[src/rtl/e1crc_pkg.sv]
package e1crc_pkg;
  localparam int MF_FRAMES  = 16;
  localparam int SMF_FRAMES = MF_FRAMES / 2;
  localparam int FIDX_W     = $clog2(MF_FRAMES);
  localparam int SMF_W      = $clog2(SMF_FRAMES);
  localparam int CRC_W      = 4;
  localparam logic [CRC_W-1:0] CRC_POLY = 4'b0011;  // x^4 + x + 1, x^4 implied
  localparam logic [FIDX_W-1:0] FAR1_FRAME = 4'd13;
  localparam logic [FIDX_W-1:0] FAR2_FRAME = 4'd15;

  function automatic logic [CRC_W-1:0] crc_step(input logic [CRC_W-1:0] c, input logic d);
    logic fb;
    fb = d ^ c[CRC_W-1];
    return {c[CRC_W-2:0], 1'b0} ^ (fb ? CRC_POLY : '0);
  endfunction
endpackage

[src/rtl/e1crc_pos.sv]
module e1crc_pos
  import e1crc_pkg::*;
(
  input  logic              clk,
  input  logic              rst_n,
  input  logic              vld,
  input  logic              frm_start,
  input  logic              mf_start,
  output logic              c_pos,
  output logic              smf_begin,
  output logic              far_pos
);
  logic [FIDX_W-1:0] fcnt_q, fcnt_d, fidx;
  logic              fstart;

  always_comb begin
    fstart = vld & (frm_start | mf_start);
    if (mf_start)       fidx = '0;
    else if (frm_start) fidx = fcnt_q + 1'b1;
    else                fidx = fcnt_q;
    fcnt_d    = vld ? fidx : fcnt_q;
    c_pos     = fstart & ~fidx[0];
    smf_begin = fstart & (fidx[SMF_W-1:0] == '0);
    far_pos   = fstart & ((fidx == FAR1_FRAME) | (fidx == FAR2_FRAME));
  end

  always_ff @(posedge clk or negedge rst_n) begin
    if (!rst_n) fcnt_q <= '0;
    else        fcnt_q <= fcnt_d;
  end
endmodule

[src/rtl/e1crc_calc.sv]
module e1crc_calc
  import e1crc_pkg::*;
(
  input  logic clk,
  input  logic rst_n,
  input  logic vld,
  input  logic sync,
  input  logic bit_in,
  input  logic c_pos,
  input  logic smf_begin,
  output logic err
);
  logic [CRC_W-1:0] crc_q, crc_d, rx_q, rx_d, ref_q, ref_d;
  logic             have_q, have_d, ref_ok_q, ref_ok_d;
  logic             take, d_eff;

  always_comb begin
    take   = vld & sync;
    d_eff  = bit_in & ~c_pos;
    err    = take & smf_begin & have_q & ref_ok_q & (rx_q != ref_q);
    crc_d    = crc_q;
    rx_d     = rx_q;
    ref_d    = ref_q;
    have_d   = have_q;
    ref_ok_d = ref_ok_q;
    if (vld && !sync) begin
      have_d   = 1'b0;
      ref_ok_d = 1'b0;
    end else if (take) begin
      if (smf_begin) begin
        ref_d    = crc_q;
        ref_ok_d = have_q;
        have_d   = 1'b1;
        crc_d    = crc_step('0, d_eff);
      end else begin
        crc_d    = crc_step(crc_q, d_eff);
      end
      if (c_pos) rx_d = {rx_q[CRC_W-2:0], bit_in};
    end
  end

  always_ff @(posedge clk or negedge rst_n) begin
    if (!rst_n) begin
      crc_q    <= '0;
      rx_q     <= '0;
      ref_q    <= '0;
      have_q   <= 1'b0;
      ref_ok_q <= 1'b0;
    end else begin
      crc_q    <= crc_d;
      rx_q     <= rx_d;
      ref_q    <= ref_d;
      have_q   <= have_d;
      ref_ok_q <= ref_ok_d;
    end
  end
endmodule

[src/rtl/e1crc_cnt.sv]
module e1crc_cnt #(
  parameter int W = 10
) (
  input  logic         clk,
  input  logic         rst_n,
  input  logic         inc,
  input  logic         clr,
  output logic [W-1:0] cnt,
  output logic         ovf
);
  logic [W-1:0] cnt_q, cnt_d;
  logic         ovf_q, ovf_d, wrap;

  always_comb begin
    wrap  = inc & (cnt_q == {W{1'b1}});
    cnt_d = inc ? cnt_q + 1'b1 : cnt_q;
    ovf_d = wrap | (ovf_q & ~clr);
  end

  always_ff @(posedge clk or negedge rst_n) begin
    if (!rst_n) begin
      cnt_q <= '0;
      ovf_q <= 1'b0;
    end else begin
      cnt_q <= cnt_d;
      ovf_q <= ovf_d;
    end
  end

  assign cnt = cnt_q;
  assign ovf = ovf_q;
endmodule

[src/rtl/e1crc_mon.sv]
module e1crc_mon
  import e1crc_pkg::*;
#(
  parameter int CNT_W = 10
) (
  input  logic             clk,
  input  logic             rst_n,
  input  logic             sync_i,
  input  logic             bit_vld_i,
  input  logic             bit_i,
  input  logic             frm_start_i,
  input  logic             mf_start_i,
  input  logic             blk_mask_i,
  input  logic             far_mask_i,
  input  logic             blk_clr_i,
  input  logic             far_clr_i,
  output logic [CNT_W-1:0] blk_cnt_o,
  output logic [CNT_W-1:0] far_cnt_o,
  output logic             blk_ovf_o,
  output logic             far_ovf_o,
  output logic             irq_o
);
  localparam int NCNT = 2;

  logic             c_pos, smf_begin, far_pos, blk_err, far_err;
  logic [NCNT-1:0]  inc, clr, ovf, mask;
  logic [CNT_W-1:0] cnt [NCNT];

  e1crc_pos u_pos (
    .clk(clk), .rst_n(rst_n), .vld(bit_vld_i),
    .frm_start(frm_start_i), .mf_start(mf_start_i),
    .c_pos(c_pos), .smf_begin(smf_begin), .far_pos(far_pos)
  );

  e1crc_calc u_calc (
    .clk(clk), .rst_n(rst_n), .vld(bit_vld_i), .sync(sync_i),
    .bit_in(bit_i), .c_pos(c_pos), .smf_begin(smf_begin), .err(blk_err)
  );

  assign far_err = bit_vld_i & sync_i & far_pos & ~bit_i;
  assign inc  = {far_err, blk_err};
  assign clr  = {far_clr_i, blk_clr_i};
  assign mask = {far_mask_i, blk_mask_i};

  for (genvar g = 0; g < NCNT; g++) begin : g_cnt
    e1crc_cnt #(.W(CNT_W)) u_cnt (
      .clk(clk), .rst_n(rst_n), .inc(inc[g]), .clr(clr[g]),
      .cnt(cnt[g]), .ovf(ovf[g])
    );
  end

  assign blk_cnt_o = cnt[0];
  assign far_cnt_o = cnt[1];
  assign blk_ovf_o = ovf[0];
  assign far_ovf_o = ovf[1];
  assign irq_o     = |(ovf & ~mask);
endmodule

[config.mk]
export PLATFORM = sky130hd
export DESIGN_NAME = e1crc_mon
export DESIGN_NICKNAME = d
export VERILOG_FILES = /design/src/rtl/e1crc_pkg.sv /design/src/rtl/e1crc_pos.sv /design/src/rtl/e1crc_calc.sv /design/src/rtl/e1crc_cnt.sv /design/src/rtl/e1crc_mon.sv
export SDC_FILE = /design/constraint.sdc
export NUM_CORES = 1
export LEC_CHECK = 0
export BUFFER_PORTS_ARGS = -buffer_cell sky130_fd_sc_hd__buf_2
export CAP_MARGIN = 20
export CORE_MARGIN = 2
export CORE_UTILIZATION = 45
export DETAILED_ROUTE_END_ITERATION = 8
export PLACE_DENSITY = 0.69
export SLEW_MARGIN = 20
export SYNTH_ARGS = -nofsm -noshare
export SYNTH_HDL_FRONTEND = slang
export SYNTH_SLANG_ARGS = --single-unit
[constraint.sdc]
create_clock -name clk -period 2 [get_ports clk]
set_clock_uncertainty 0.2 [all_clocks]
set_input_delay 0.3 -clock clk [delete_from_list [all_inputs] [get_ports clk]]
set_output_delay 0.3 -clock clk [all_outputs]
set_load 0.02 [all_outputs]
==> results of run 1 <==
[worst min-delay path by stage]
stage,cells after the start,end
detailed placement,2,g_cnt[0].u_cnt.cnt[6]
global placement,2,u_calc.rx_q[3]
finish,2,u_calc.rx_q[0]
CTS,2,u_calc.rx_q[0]
global route,2,u_calc.rx_q[0]
floorplan,0,g_cnt[0].u_cnt.cnt[0]
[metrics by stage]
step	setup WS [ns]	utilization, %
after floorplan	0.0102	-
after global placement	0.0999	53.1
after detailed placement	0.0361	53.1
after CTS	0.0200	55.9
after global routing	-0.0577	56.4
final	0.0511	56.4
[power breakdown]
part           switching (W)  leakage [nW]  internal (W)  total (W)
Combinational       0.000155         0.615      0.000166   0.000321
Sequential         0.0000711         0.537      0.000893   0.000964
Clock               0.000264        0.0455      0.000281   0.000546
[layer usage]
metal  routed length (um)  global-route usage [%]  up-vias  share of wire (%)
li1                     -                       -      740                  -
met1                 1850                    21.0      726                 47
met2                 1880                    27.1       21                 48
met3                  112                    3.85        9                2.9
met4                   63                    5.66        0                1.6
met5                    0                       0        -                  0
[timing repair]
action / 4_1_cts / 5_1_grt
hold buffers: 3 / 0
setup buffers: 0 / 0
hold endpoints to repair: 42 / 0
gates resized for setup: 0 / 4
endpoints found under the setup margin: 0 / 7
[registers in the layout (all words and copies together), names as in the netlist]
| signal | cells |
|---|---|
| u_calc.have_q | 1 |
| u_calc.ref_q | 4 |
| u_calc.ref_ok_q | 1 |
| u_pos.fcnt_q | 4 |
| g_cnt.u_cnt.ovf | 2 |
| u_calc.rx_q | 4 |
| u_calc.crc_q | 4 |
| g_cnt.u_cnt.cnt | 20 |
[cell families after synthesis]
group           count (synthesis)  synth area share (%)
simple gates                   63                  18.8
buf+inv                        13                  3.64
mux                            12                  6.73
flops                          40                  49.4
compound gates                 22                  8.40
xor+xnor                       26                  11.2
fa+ha+maj                       3                  1.85
[final cells by class]
type / count / area [sq um] / share of cell area, %
Clock buffer: 8 / 90.1 / 3.67
Inverter: 7 / 26.3 / 1.07
Multi-Input combinational cell: 126 / 988 / 40.2
Sequential cell: 40 / 1000 / 40.8
Tap cell: 52 / 65.1 / 2.65
Timing Repair Buffer: 48 / 285 / 11.6
[worst max-delay path, stage by stage, from the launching register on]
cell and delay, ns:
dfrtp_1 0.39, ha_2 0.22, xnor2_2 0.19, a41oi_4 0.16, buf_4 0.21, nor4_1 0.32
xor2_1 0.17
[placed cells by master, fill, tap and decap left out, types with 2 or more instances in the layout]
master,n
a31oi_1,2
and4_1,2
buf_2,33
buf_4,12
clkbuf_1,2
clkbuf_8,6
dfrtp_1,40
dlygate4sd3_1,3
ha_1,2
inv_1,6
mux2_2,9
mux2i_1,2
nand2_1,16
nand3_1,5
nand3b_1,2
nand4_1,6
nor2_1,4
nor2b_1,4
nor3_1,3
nor3_2,2
nor4_1,5
nor4_2,3
nor4b_2,2
o21ai_0,9
o2bb2ai_1,2
or3_1,2
xnor2_1,8
xor2_1,17
==> results.txt, run 1 <==
The count of cells in the finished layout, fillers not included, comes to 281. The core region is 0.00435 sq mm. The number of cells on the worst reg-to-reg path is 6. The count of mapped cells out of synthesis is 179.

TritonCTS built the clock tree. For the worst-skew pair, the clock arrives at the later sink with an insertion delay of 0.29 ns. The final critical path time including I/O delays and setup came out at 1.95 ns. After routing the design area is 0.00246 sq mm. Minimum setup slack among reg-to-reg paths: 0.05 ns. The logs give 1457 for the via count of the first global-routing pass and 0.00183 W for the overall power after layout. Dividing total power by cell area gives a power density of 745 mW/mm^2.

The logs give 49.4% for the sequential area share after synthesis and 46.6% for the effective utilization at floorplan. The tools report the number of distinct library cells after synthesis as 45. Ranked by instance count, the synthesized netlist is headed by 40 x dfrtp_1, 17 x xor2_1, 16 x nand2_1.

After detailed routing, the total wire length is 3.91 mm. The run gives 34 as the I/O pin count. The total count of hold-check failures in the final report was 0; the routed length per placed instance was 13.9 um.

Max-cap violations in this run came to 0. The top flip-flop cell by instance count after synthesis was dfrtp_1. The required time of the worst setup path came out at 2.01 ns. The floorplan die height works out to 71.1 um. Setup violations remaining at the end of the flow were counted as 0. The number of enable-type register cells in the synthesized netlist works out to 0. The arrival time of the worst setup path is 1.96 ns, and the area of placed instances is 0.00231 sq mm.

The clock tree buffer depth came out at 2. In this run the tool buffered the top-level ports with 33 buffer cells. The startpoint identified for the worst hold timing path is bit_i. The endpoint identified for the worst register-to-register timing path is g_cnt[0].u_cnt.cnt[7]. The setup TNS came out at 0 ns. The run gives 2 as the H-tree depth. The tightest min-delay check is of the input pin to register type. The residual DRC count was 0.

At the end of the flow, the number of nets in the layout was 242. The startpoint of the most critical register-to-register path was u_pos.fcnt_q[0]. The run gives 66.3% as the headroom to the max-slew limit.

The worst setup path endpoint was g_cnt[0].u_cnt.cnt[7]. The clock drives 40 sinks. Detailed placement ended at an HPWL of 2.81 mm. The top achievable clock speed was 0.513 GHz. The worst setup path is launched from a register. Of all cell types, the one taking the most synthesized area is dfrtp_1. The layout has 373 filler cells.

In this run the biggest area consumer among cell types represents 49.4% of the synthesized area. The share of synthesized registers carrying an async set or reset is 100%. Kind of critical path: register to register. The detailed-route vias per instance came out at 5.32.

The most common cell in the synthesized netlist is dfrtp_1. The count of nets left with antenna violations once routing finished came out at 0. The first-pass iteration count of the detailed router was 3. The critical path endpoint category is a register. The tools report the initial antenna violation count as 0. The logs give 0 for the count of yosys warnings during synthesis and 80 for the number of DRC markers after the initial detailed-route iteration. The total congestion overflow came out at 0. Clock tree synthesis selected as its root buffer the cell clkbuf_8. After clock tree synthesis, the clock-pin slew on the worst setup and hold paths is 0.07 ns. The fraction of layout instances using a drive strength above 1 is 32.8%. Across all hold checks on the routed design, the worst slack comes to 0.0832 ns. The number of antenna diodes in the final layout is 0. The share of the cycle needed by the critical path after routing is 97.4%. The run gives 0.00506 sq mm as the die outline area. The pin count of the biggest net entering global routing came out at 41.

The number of nets in the synthesized netlist is 193. Of all nets on the critical path, the largest fanout is 9. The area growth from synthesis to layout came out at 21.2%. Setup repair after global routing could not meet its margin everywhere. In the global route stage, overall resource usage came out at 16.3%. Counting the buffers created by CTS gives 5. Number of flip-flops and latches in the synthesized netlist: 40.

In the post-synthesis netlist, the biggest area contributors are dfrtp_1 49%, xor2_1 7.3%, mux2_2 5.0%. The final count of pins violating max slew is 0. The flow ran to the end, and the final reports show no timing, DRC or antenna violations. Wire length of the first global-routing pass: 6.47 mm. In this run the core area contains 24 standard-cell rows.

In this run the static leakage power is 1.20 nW. The routed layout has 1496 vias. The number of placed instances, taps included is 270.

At the pin with the least slew margin, the transition time is 0.505 ns. The placer's final routability congestion estimate is 0.767, and the mean cell area of the mapped netlist is 11.3 sq um. The worst ir drop on vdd was 441 uV; the netlist area before placement was 0.00203 sq mm. In this run the worst setup path begins at u_pos.fcnt_q[0].

The die is 71.1 um wide.
No activity file was read; power rests on OpenSTA's default activity.
==> run 2: changes to the inputs <==
--- a/config.mk
+++ b/config.mk
@@ -5,12 +5,13 @@
 export SDC_FILE = /design/constraint.sdc
 export NUM_CORES = 1
 export LEC_CHECK = 0
-export BUFFER_PORTS_ARGS = -buffer_cell sky130_fd_sc_hd__buf_2
 export CAP_MARGIN = 20
 export CORE_MARGIN = 2
 export CORE_UTILIZATION = 45
 export DETAILED_ROUTE_END_ITERATION = 8
-export PLACE_DENSITY = 0.69
+export DONT_BUFFER_PORTS = 1
+export REMOVE_ABC_BUFFERS = 1
+export SETUP_SLACK_MARGIN = 0.2
 export SLEW_MARGIN = 20
 export SYNTH_ARGS = -nofsm -noshare
 export SYNTH_HDL_FRONTEND = slang
==> run 2 against run 1 <==
  * Global-route usage rose by 3.1 points
  * Cell count fell by 5.7%
  * Die area did not move
  * Combinational power rose by 5%
  * Design area rose by 11%
  * Power rose by 12%
==> results.txt, run 2 (synthesized netlist as in run 1, its figures left out) <==
The library cell used most frequently in the layout, excluding fill and tap cells, is dfrtp_1. The worst hold path was traced through 3 stages. For the number of buffers created by CTS, the log shows 5. Across the VDD grid, the largest voltage drop is 473 uV.

Transition time at the pin with the least slew margin: 0.345 ns. The logs give 41 for the pin count of the biggest net entering global routing and -0.0165 ns for the worst-case setup slack after placement. For the final number of setup-violating endpoints, the log shows 0. The overall track demand over capacity in global routing is 19.4%. Flip-flop count of the largest register, all copies and words added: 20.

At the later pin of the worst-skew pair, clock insertion delay measures 0.29 ns. After clock tree synthesis, the clock-pin slew on the worst setup and hold paths is 0.08 ns. The critical path goes through ha_4, a21bo_1, a2111o_1, or3_1, o21ai_1. Number of vias after detailed routing: 1502. The design draws 0.00205 W. During I/O placement, the number of pins put on the boundary was 34. Die outline area: 0.00506 sq mm. Data on the critical path is required at its endpoint by 2.03 ns. The detailed router finished its first iteration with 79 violations. For the initial antenna violation count, the log shows 0. The tools report the clock tree buffer depth as 2. Clock tree synthesis selected as its root buffer the cell clkbuf_8. The endpoint identified for the worst register-to-register timing path is g_cnt[1].u_cnt.ovf. For the number of maximum-capacitance violations, the log shows 0. The net total in the final layout was 226; the fraction of layout instances using a drive strength above 1 was 34.3%. The power per standard cell area came out at 753 mW/mm^2. The final count of pins violating max slew was 0; the total congestion overflow was 0. The worst setup path is of the register to register kind. Static timing analysis puts the maximum clock frequency at 0.515 GHz.

Critical-path maximum fanout: 4. The standard cell with the maximum stage delay on the critical path is a2111o_1. The clock net sink count came out at 40. The critical path buffer and inverter count was 0; the floorplan die height was 71.1 um. In this run the standard cell core region covers 0.00435 sq mm. For this configuration, the core starts out at a cell density of 46.6%. After detailed routing, the number of vias per cell comes to 5.67. The run gives 77.0% as the headroom to the max-slew limit. The run gives 62.6% as the utilization after layout.

The die is 71.1 um wide. H-tree depth: 2. The area growth from synthesis to layout is 34.6%, and the count of nets left with antenna violations after detail routing is 0. The kind of cell adding the most delay to the critical path is compound AO/OA/AOI/OAI gates. Routed length per placed instance: 17.2 um. STA classifies the critical path startpoint as a register.

TritonCTS built the clock tree. The run gives 7.58 mm as the wire length of the first global-routing pass. The worst hold path begins at bit_vld_i.

Leaving out fill and tap cells, the most frequent cells in the layout are 40 x dfrtp_1, 17 x xor2_1, 16 x nand2_1, 16 x buf_4, 9 x dlygate4sd3_1. Counting cells, the worst reg-to-reg path comes to 5. After the flow finishes, the layout carries non-filler instances totaling 265. For this run, the detailed router's first-pass iteration total came to 4. The smallest clock period supported by the final layout is computed as 1.94 ns. Setup repair after global routing could not meet its margin everywhere. STA classifies the critical path endpoint as a register. Summed over all nets, the half-perimeter wirelength after detailed placement is 3.05 mm. The number of placed instances, taps included was 243; the share of the cycle needed by the critical path after routing was 97.2%. The logs give 0.06 ns for the minimum setup slack among reg-to-reg paths and 0.0569 ns for the worst path setup slack after routing. Summed over all layers, the routed wires come to 4.55 mm. Residual DRC count: 0. The hold-critical path endpoint is u_pos.fcnt_q[3]. The run finished with clean final reports.

At the worst endpoint, the arrival time is 1.98 ns. The delay of the slowest cell on the worst path works out to 0.47 ns. The path class of the tightest hold or removal check is input pin to register.

At the end of routability-driven placement, the weighted congestion stood at 0.861. The via count of the first global-routing pass is 1621, and the total count of hold-check failures in the final report is 0. The tools report the leakage power total as 1.29 nW. The floorplan has 24 rows. The repair_antennas step left the layout with diodes totalling 0.

The worst register-to-register path begins at u_pos.fcnt_q[0]. Once layout is done, the placed cells without fillers occupy 0.00273 sq mm. Buffers placed on the I/O ports in this run total 0. The run gives 0.00218 sq mm as the area of placed instances.
[run 2: cell type report]
type                            instances  area, sq um
Clock buffer                            7         96.3
Clock inverter                          1         30.0
Fill cell                             344         1630
Inverter                                7         26.3
Multi-Input combinational cell        126         1200
Sequential cell                        40         1000
Tap cell                               52         65.1
Timing Repair Buffer                   32          307
[run 2: layer usage]
| metal | GRT usage (%) | part of all wire (%) | vias up |
|---|---|---|---|
| met3 | 6.27 | 5.1 | 13 |
| met1 | 23.3 | 41 | 749 |
| met5 | 0 | 0 | - |
| li1 | - | - | 704 |
| met4 | 8.81 | 2.7 | 0 |
| met2 | 31.9 | 51 | 36 |
[run 2: worst reg2reg max path, cell delays in order, from the launching register on]
cell and delay (ns):
dfrtp_1 0.42, ha_4 0.19, a21bo_1 0.19, a2111o_1 0.47, or3_1 0.34, o21ai_1 0.07
[run 2: stage by stage]
| step | TNS, ns | hold slack, ns |
|---|---|---|
| floorplan | -1.04 | -0.196 |
| global placement | 0 | -0.194 |
| detailed placement | -0.0224 | -0.195 |
| CTS | 0 | 0.000981 |
| global route | -0.0645 | 0.0282 |
| finish | 0 | 0.0317 |
[run 2: worst max path at each step]
stage / endpoint / startpoint / depth (start not counted) / slack [ns]
finish: g_cnt[1].u_cnt.ovf / u_pos.fcnt_q[0] / 5 / 0.06
CTS: g_cnt[1].u_cnt.ovf / u_pos.fcnt_q[1] / 5 / 0.05
detailed placement: g_cnt[0].u_cnt.cnt[6] / u_pos.fcnt_q[0] / 6 / -0.02
global route: g_cnt[1].u_cnt.ovf / u_pos.fcnt_q[0] / 5 / -0.03
floorplan: u_calc.ref_q[0] / u_pos.fcnt_q[0] / 5 / -0.19
global placement: g_cnt[0].u_cnt.cnt[7] / u_pos.fcnt_q[0] / 6 / 0.03
[run 2: power breakdown]
group          leakage, nW  internal (W)  switching [W]
Sequential           0.537      0.000892       0.000100
Combinational        0.692      0.000184       0.000155
Clock               0.0645      0.000440       0.000282
Total                 1.29       0.00152       0.000537
[run 2: repair_timing]
item / in CTS / in global routing
setup endpoints to repair: 26 / 30
hold endpoints to repair: 47 / 2
gates resized for setup: 31 / 23
hold buffers: 8 / 2
pin swaps: 7 / 6
setup buffers: 1 / 2
cloned: 1 / 0
